===== config.mk =====
export PLATFORM = sky130hd
export DESIGN_NAME = display_timing_gen
export DESIGN_NICKNAME = d
export VERILOG_FILES = /design/src/rtl/tgen_pkg.sv /design/src/rtl/tgen_axis.sv /design/src/rtl/tgen_launch.sv /design/src/rtl/display_timing_gen.sv
export SDC_FILE = /design/constraint.sdc
export NUM_CORES = 1
export LEC_CHECK = 0
export BUFFER_PORTS_ARGS = -buffer_cell sky130_fd_sc_hd__buf_2
export CAP_MARGIN = 10
export CORE_ASPECT_RATIO = 0.9
export CORE_MARGIN = 2
export CORE_UTILIZATION = 64
export CTS_CLUSTER_DIAMETER = 100
export CTS_CLUSTER_SIZE = 16
export DETAILED_ROUTE_END_ITERATION = 10
export PLACE_DENSITY = 0.95
export SETUP_SLACK_MARGIN = 0.4
export SKIP_LAST_GASP = 1
export SLEW_MARGIN = 20
export SYNTH_ARGS = -nofsm -noshare
export SYNTH_HDL_FRONTEND = slang
export SYNTH_SLANG_ARGS = --single-unit

===== constraint.sdc =====
create_clock -name clk -period 20.5 [get_ports clk]
set_input_delay 4.1 -clock clk [delete_from_list [all_inputs] [get_ports clk]]
set_output_delay 4.1 -clock clk [all_outputs]
set_load 0.05 [all_outputs]

===== src/rtl/tgen_pkg.sv =====
package tgen_pkg;

  typedef enum logic {
    EDGE_FALL = 1'b0,
    EDGE_RISE = 1'b1
  } launch_edge_e;

  // Level seen on a control pin given its logical state, enable and polarity.
  function automatic logic drive_level(input logic asserted, input logic enable,
                                       input logic polarity);
    return (asserted & enable) ? polarity : ~polarity;
  endfunction

endpackage


===== src/rtl/tgen_axis.sv =====
module tgen_axis #(
  parameter int CW = 14
) (
  input  logic          clk,
  input  logic          rst,
  input  logic          clear,
  input  logic          step,
  input  logic [CW-1:0] len_act,
  input  logic [CW-1:0] len_fp,
  input  logic [CW-1:0] len_sync,
  input  logic [CW-1:0] len_bp,
  output logic [CW-1:0] cnt,
  output logic [CW-1:0] nxt,
  output logic          at_end,
  output logic          nxt_act,
  output logic          nxt_sync
);
  logic [CW-1:0] sync_lo, sync_hi, total;

  always_comb begin
    sync_lo = len_act + len_fp;
    sync_hi = sync_lo + len_sync;
    total   = sync_hi + len_bp;
    at_end  = (cnt == total - CW'(1));
    if (clear)      nxt = '0;
    else if (!step) nxt = cnt;
    else if (at_end) nxt = '0;
    else            nxt = cnt + CW'(1);
    nxt_act  = (nxt < len_act);
    nxt_sync = (nxt >= sync_lo) && (nxt < sync_hi);
  end

  always_ff @(posedge clk) begin
    if (rst) cnt <= '0;
    else     cnt <= nxt;
  end
endmodule


===== src/rtl/tgen_launch.sv =====
module tgen_launch #(
  parameter int N = 3
) (
  input  logic         clk,
  input  logic         rst,
  input  logic [N-1:0] d,
  input  logic [N-1:0] rst_val,
  input  logic [N-1:0] on_rise,
  output logic [N-1:0] q
);
  logic [N-1:0] q_fall;

  always_ff @(negedge clk) begin
    if (rst) q_fall <= rst_val;
    else     q_fall <= d;
  end

  for (genvar i = 0; i < N; i++) begin : g_bit
    assign q[i] = on_rise[i] ? d[i] : q_fall[i];
  end
endmodule


===== src/rtl/display_timing_gen.sv =====
module display_timing_gen
  import tgen_pkg::*;
#(
  parameter int W_H = 12,
  parameter int W_V = 11
) (
  input  logic             clk,
  input  logic             rst,
  input  logic             run,
  input  logic [W_H-1:0]   h_act,
  input  logic [W_H-1:0]   h_fp,
  input  logic [W_H-1:0]   h_sync,
  input  logic [W_H-1:0]   h_bp,
  input  logic [W_V-1:0]   v_act,
  input  logic [W_V-1:0]   v_fp,
  input  logic [W_V-1:0]   v_sync,
  input  logic [W_V-1:0]   v_bp,
  input  logic             pol_hs,
  input  logic             pol_vs,
  input  logic             pol_de,
  input  logic             en_hs,
  input  logic             en_vs,
  input  logic             en_de,
  input  logic             data_edge,
  input  logic             sync_edge,
  input  logic             sync_edge_valid,
  output logic             hsync,
  output logic             vsync,
  output logic             de,
  output logic             frame_start,
  output logic [W_H+1:0]   col,
  output logic [W_V+1:0]   row
);
  localparam int CW_H = W_H + 2;
  localparam int CW_V = W_V + 2;

  // Shadow copies of the phase lengths, refreshed only at frame boundaries.
  logic [W_H-1:0] sh_h_act, sh_h_fp, sh_h_sync, sh_h_bp;
  logic [W_V-1:0] sh_v_act, sh_v_fp, sh_v_sync, sh_v_bp;

  logic            started;
  logic            hold_origin;
  logic            reload;
  logic [CW_H-1:0] h_nxt;
  logic [CW_V-1:0] v_nxt;
  logic            h_end, v_end;
  logic            h_nxt_act, h_nxt_sync, v_nxt_act, v_nxt_sync;
  logic            hs_q, vs_q, de_q, fs_q;
  launch_edge_e    sync_sel;
  logic [2:0]      launch_q;

  assign hold_origin = !(run && started);
  assign reload      = hold_origin || (h_end && v_end);

  always_ff @(posedge clk) begin
    if (rst || reload) begin
      sh_h_act  <= h_act;
      sh_h_fp   <= h_fp;
      sh_h_sync <= h_sync;
      sh_h_bp   <= h_bp;
      sh_v_act  <= v_act;
      sh_v_fp   <= v_fp;
      sh_v_sync <= v_sync;
      sh_v_bp   <= v_bp;
    end
  end

  tgen_axis #(.CW(CW_H)) u_haxis (
    .clk      (clk),
    .rst      (rst),
    .clear    (hold_origin),
    .step     (1'b1),
    .len_act  ({2'b00, sh_h_act}),
    .len_fp   ({2'b00, sh_h_fp}),
    .len_sync ({2'b00, sh_h_sync}),
    .len_bp   ({2'b00, sh_h_bp}),
    .cnt      (col),
    .nxt      (h_nxt),
    .at_end   (h_end),
    .nxt_act  (h_nxt_act),
    .nxt_sync (h_nxt_sync)
  );

  tgen_axis #(.CW(CW_V)) u_vaxis (
    .clk      (clk),
    .rst      (rst),
    .clear    (hold_origin),
    .step     (h_end),
    .len_act  ({2'b00, sh_v_act}),
    .len_fp   ({2'b00, sh_v_fp}),
    .len_sync ({2'b00, sh_v_sync}),
    .len_bp   ({2'b00, sh_v_bp}),
    .cnt      (row),
    .nxt      (v_nxt),
    .at_end   (v_end),
    .nxt_act  (v_nxt_act),
    .nxt_sync (v_nxt_sync)
  );

  // Control levels registered on the rising edge, aligned with col/row.
  always_ff @(posedge clk) begin
    if (rst) begin
      started <= 1'b0;
      hs_q    <= ~pol_hs;
      vs_q    <= ~pol_vs;
      de_q    <= ~pol_de;
      fs_q    <= 1'b0;
    end else begin
      started <= run;
      hs_q    <= drive_level(run && h_nxt_sync, en_hs, pol_hs);
      vs_q    <= drive_level(run && v_nxt_sync, en_vs, pol_vs);
      de_q    <= drive_level(run && h_nxt_act && v_nxt_act, en_de, pol_de);
      fs_q    <= run && (h_nxt == '0) && (v_nxt == '0);
    end
  end

  assign sync_sel = launch_edge_e'(sync_edge_valid ? sync_edge : data_edge);

  tgen_launch #(.N(3)) u_launch (
    .clk     (clk),
    .rst     (rst),
    .d       ({hs_q, vs_q, de_q}),
    .rst_val ({~pol_hs, ~pol_vs, ~pol_de}),
    .on_rise ({sync_sel == EDGE_RISE, sync_sel == EDGE_RISE, data_edge}),
    .q       (launch_q)
  );

  assign hsync       = launch_q[2];
  assign vsync       = launch_q[1];
  assign de          = launch_q[0];
  assign frame_start = fs_q;
endmodule


# Word level (Yosys, flattened, before mapping)
# Cells that the tools add are included.
[totals] ff_bits=127 inputBits=104 out_inout_bits=31 word_cells=71
[classes] n_addsub=10 order_cmp=6 n_eq_ne=2 muxes=16 bitwise_logic=6 n_reduce_logical=15
[op_table] op="2-to-1 mux 13 bit" n=3
[op_table] op="adder 14 x 12 -> 14 bit" n=2
[op_table] op="2-to-1 mux 14 bit" n=2
[op_table] op="adder 13 x 11 -> 13 bit" n=2
[op_table] op="adder 14 x 1 -> 14 bit, second input constant" n=1
[op_table] op="== test 14 bit" n=1
[op_table] op=">= comparator 14 bit" n=1
[op_table] op="zero test 14 bit" n=1
[op_table] op="less-than comparator 14 x 12 -> 1 bit" n=1
[op_table] op="less-than comparator 14 bit" n=1
[op_table] op="subtractor 14 x 1 -> 14 bit, second input constant" n=1
[op_table] op="adder 12 x 12 -> 13 bit" n=1
[op_table] op="adder 13 x 1 -> 13 bit, second input constant" n=1
[op_table] op="== test 13 bit" n=1
[op_table] op=">= comparator 13 bit" n=1
[op_table] op="zero test 13 bit" n=1
[op_table] op="less-than comparator 13 x 11 -> 1 bit" n=1
[op_table] op="less-than comparator 13 bit" n=1
[op_table] op="subtractor 13 x 1 -> 13 bit, second input constant" n=1
[op_table] op="adder 11 x 11 -> 12 bit" n=1
[op_table] op="logical AND 1 bit" n=10
[op_table] op="2-to-1 mux 1 bit" n=10
[op_table] op="bitwise AND 1 bit" n=3
[op_table] op="2-to-1 mux 3 bit" n=1
[op_table] op="other kinds (3)" n=6

# Logic depth before layout (Yosys ltp)
[logic_depth] depth_word=14 ltp_mapped=42 mapped_depth_nobuf=42

# Modules after synthesis
# A second synthesis with hierarchy kept.
[hier_totals] cells_unflattened=1089 hier_area_um2=10600.2
[modules_own_cells] mod="tgen_axis (u_haxis)" n_inst=1 cells_per_inst=504 area_per_inst_um2=3895.0 seq_area_each_um2=280.3
[modules_own_cells] mod="tgen_axis (u_vaxis)" n_inst=1 cells_per_inst=453 area_per_inst_um2=3547.2 seq_area_each_um2=260.2
[modules_own_cells] mod="display_timing_gen" n_inst=1 cells_per_inst=122 area_per_inst_um2=3026.7 seq_area_each_um2=2862.7
[modules_own_cells] mod="tgen_launch" n_inst=1 cells_per_inst=10 area_per_inst_um2=131.4 seq_area_each_um2=60.1

==> flow_metrics.env <==
export IMPL_fp_dieW_um=138
export IMPL_synth_cell_types=80
export IMPL_area_growth_syn_to_layout_pct=14.1
export IMPL_finalSetupTns_ps=0
export IMPL_fillers=1050
export IMPL_dp_hpwl_um=19700
export IMPL_cts_buffers=17
export IMPL_rows=44
export IMPL_final_antenna_net_count=0
export IMPL_slew_violations=0
export IMPL_slowest_delay_ps=280
export IMPL_outcome="finished clean"
export IMPL_synth_top_cells_by_count="ha_1 (164), inv_1 (132), nor2_1 (96), edfxtp_1 (92), xnor2_1 (61)"
export IMPL_io_buffers=134
export IMPL_clkPwrFrac=0.227
export IMPL_critPathKind="reg2out"
export IMPL_yosys_area_top_type="edfxtp_1"
export IMPL_chipHeight_um=124
export IMPL_synth_edf_count=92
export IMPL_clk_latency_ps=450
export IMPL_start_util=0.646
export IMPL_power_w=0.00141
export IMPL_finalHoldViolCount=0
export IMPL_drt_iter0_markers=1051
export IMPL_post_cts_resize_count=0
export IMPL_combPwrFrac=0.562
export IMPL_drt_first_pass_iters=6
export IMPL_internal_power_w=0.000806
export IMPL_synth_most_common_cell="ha_1"
export IMPL_skew_ps=19.0
export IMPL_htreeDepth=4
export IMPL_path_delay_family="flip-flops"
export IMPL_detail_route_wl_per_cell_um=18.3
export IMPL_cp_start_kind="flip-flop"
export IMPL_cts_tree="done"
export IMPL_track_usage=0.320
export IMPL_synth_seq_cells=127
export IMPL_dieArea_um2=17100
export IMPL_power_switching_w=0.000602
export IMPL_grt_pass1_vias=8857
export IMPL_swShare=0.428
export IMPL_wirelength_um=26500
export IMPL_synth_area_leaders="edfxtp_1 (27%), ha_1 (20%), dfxtp_1 (6.8%)"
export IMPL_ys_seq_area_frac=0.336
export IMPL_path_buf_inv=1
export IMPL_hp_class="reg2reg"
export IMPL_grt_first_pass_wirelength_um=42800
export IMPL_crit_path_top_delay_cell="dfxtp_1"
export IMPL_cp_cell_sequence="mux2_2 -> buf_2"
export IMPL_p_seq_frac=0.211
export IMPL_gr_total_overflow=0
export IMPL_grt_max_degree=81
export IMPL_r2r_start="hs_q"
export IMPL_powerDensity_nw_per_um2=120
export IMPL_synth_top_area_share=0.268
export IMPL_place_congestion=0.918
export IMPL_slew_limit_headroom=0.345
export IMPL_cap_viol_max_count=0
export IMPL_path_max_fanout=1
export IMPL_top_level_ports=135
export IMPL_avgSynthCellArea_um2=9.46
export IMPL_r2r_setup_slack_ps=9690
export IMPL_layout_drive_gt1_share=0.150
export IMPL_antenna_found_initial=1
export IMPL_critPathLaunch="u_launch.q_fall[2]"
export IMPL_async_reset_ff_frac=0
export IMPL_setup_viol_count_final=0
export IMPL_p_leak_nw=5.60
export IMPL_syn_nets=1364
export IMPL_final_nets=1499
export IMPL_rsz0062_at_grt="false"
export IMPL_required_ps=16400
export IMPL_synth_flop_cell="edfxtp_1"
export IMPL_cts_reportedPaths_clkPinSlew_ps=60
export IMPL_vias=8951
export IMPL_syn_inst=1090
export IMPL_reg2regPathDepth=2
export IMPL_core_area_um2=16000
export IMPL_cts_sinks=127
export IMPL_arrival_ps=11440
export IMPL_hold_buffers=0
export IMPL_cts_root_buffer="clkbuf_16"
export IMPL_crit_cells=2
export IMPL_cp_end_kind="output port"
export IMPL_cts_setup_buffers=0
export IMPL_crit_end="hsync"
export IMPL_vias_per_cell=6.19
export IMPL_worstReg2RegEnd="u_launch.q_fall[2]"
export IMPL_ys_warn_count=0
export IMPL_max_vdd_ir_drop_uv=105
export IMPL_synth_area_um2=10300
export IMPL_drc=0
export IMPL_clockBufferDepth=2
export IMPL_worst_pin_slew_ps=983
==> power by group through the flow <==
stage	sequential (W)	clock [W]	combinational (W)
2_1_floorplan	0.000302	0.00000122	0.000601
3_3_place_gp	0.000301	0.00000122	0.000716
3_5_place_dp	0.000302	0.00000122	0.000755
4_1_cts	0.000297	0.000321	0.000773
5_1_grt	0.000298	0.000334	0.000870
6_report	0.000297	0.000320	0.000791
==> worst reg2reg max path, cell delays in order (launching register included) <==
cell and delay (ps):
dfxtp_1 310, nor2_1 80, a21oi_1 50
==> per-stage QoR <==
step | instances | instance area, µm² | setup WS [ps] | hold WS [ps] | utilization
after floorplan | 1090 | 10300 | 5300 | 632 | -
after global placement | 1411 | 11100 | 5430 | 611 | 0.698
after detailed placement | 1411 | 11100 | 5410 | 652 | 0.698
after CTS | 1445 | 11800 | 4950 | 677 | 0.737
after global routing | 1445 | 11800 | 4900 | 682 | 0.737
final | 1446 | 11800 | 4960 | 682 | 0.737
==> final cells by class <==
cell class / instances / area [µm²] / area share
diodes: 1 / 2.50 / 0.000213
clock buffers: 18 / 429 / 0.0365
clock inverters: 17 / 191 / 0.0163
inverters: 131 / 492 / 0.0418
multi-input cells: 809 / 6240 / 0.531
flip-flops and latches: 127 / 3460 / 0.294
well taps: 207 / 259 / 0.0220
repair buffers: 136 / 686 / 0.0583
==> flip-flops by register name (all words and copies together), names as in the netlist, 12 cells and up <==
register     cells
u_haxis.cnt     14
u_vaxis.cnt     13
sh_h_act        12
sh_h_bp         12
sh_h_fp         12
sh_h_sync       12
==> logic make-up (layout without fill, tap and decap cells) <==
| kind of cell | count (synthesis) | in the layout | synth area share |
|---|---|---|---|
| and+or+nand+nor | 294 | 294 | 0.140 |
| AOI/OAI and AO/OA | 223 | 223 | 0.145 |
| adders and majority gates | 170 | 170 | 0.211 |
| buffers and inverters | 154 | 302 | 0.0592 |
| DFF | 127 | 127 | 0.336 |
| xor gates and xnor gates | 113 | 113 | 0.0995 |
| muxes | 9 | 9 | 0.00910 |
| other | 0 | 1 | 0 |
==> placed cells by master (no fill, tap or decap), types with 9 or more instances in the layout <==
cell       count
ha_1         164
inv_1        134
buf_2        134
nor2_1        96
edfxtp_1      92
xnor2_1       61
a21oi_1       59
xor2_1        48
nand2_1       43
a21o_1        36
nor3_1        36
dfxtp_1       35
o21ai_0       32
nand3_1       32
nand2b_1      17
clkbuf_16     17
nand4_1       15
nor2b_1       13
a211oi_1      12
o21bai_1      11
o31ai_1        9
==> worst min-delay path by stage <==
stage / slack [ps] / cells past startpoint / endpoint / from
final: 680 / 2 / u_vaxis.cnt[1] / u_vaxis.cnt[1]
after global routing: 680 / 1 / u_haxis.cnt[0] / u_haxis.cnt[0]
after CTS: 680 / 1 / u_haxis.cnt[0] / u_haxis.cnt[0]
after detailed placement: 650 / 1 / u_haxis.cnt[0] / u_haxis.cnt[0]
after global placement: 610 / 1 / u_haxis.cnt[0] / u_haxis.cnt[0]
after floorplan: 630 / 4 / vs_q / started
==> routing by layer <==
metal / wire length, µm / share of wire / track usage
met1: 10500 / 0.40 / 0.410
met2: 12100 / 0.46 / 0.504
met3: 2800 / 0.11 / 0.0851
met4: 1110 / 0.042 / 0.149
met5: 0 / 0 / 0
Power figures use the tool's default switching activity.
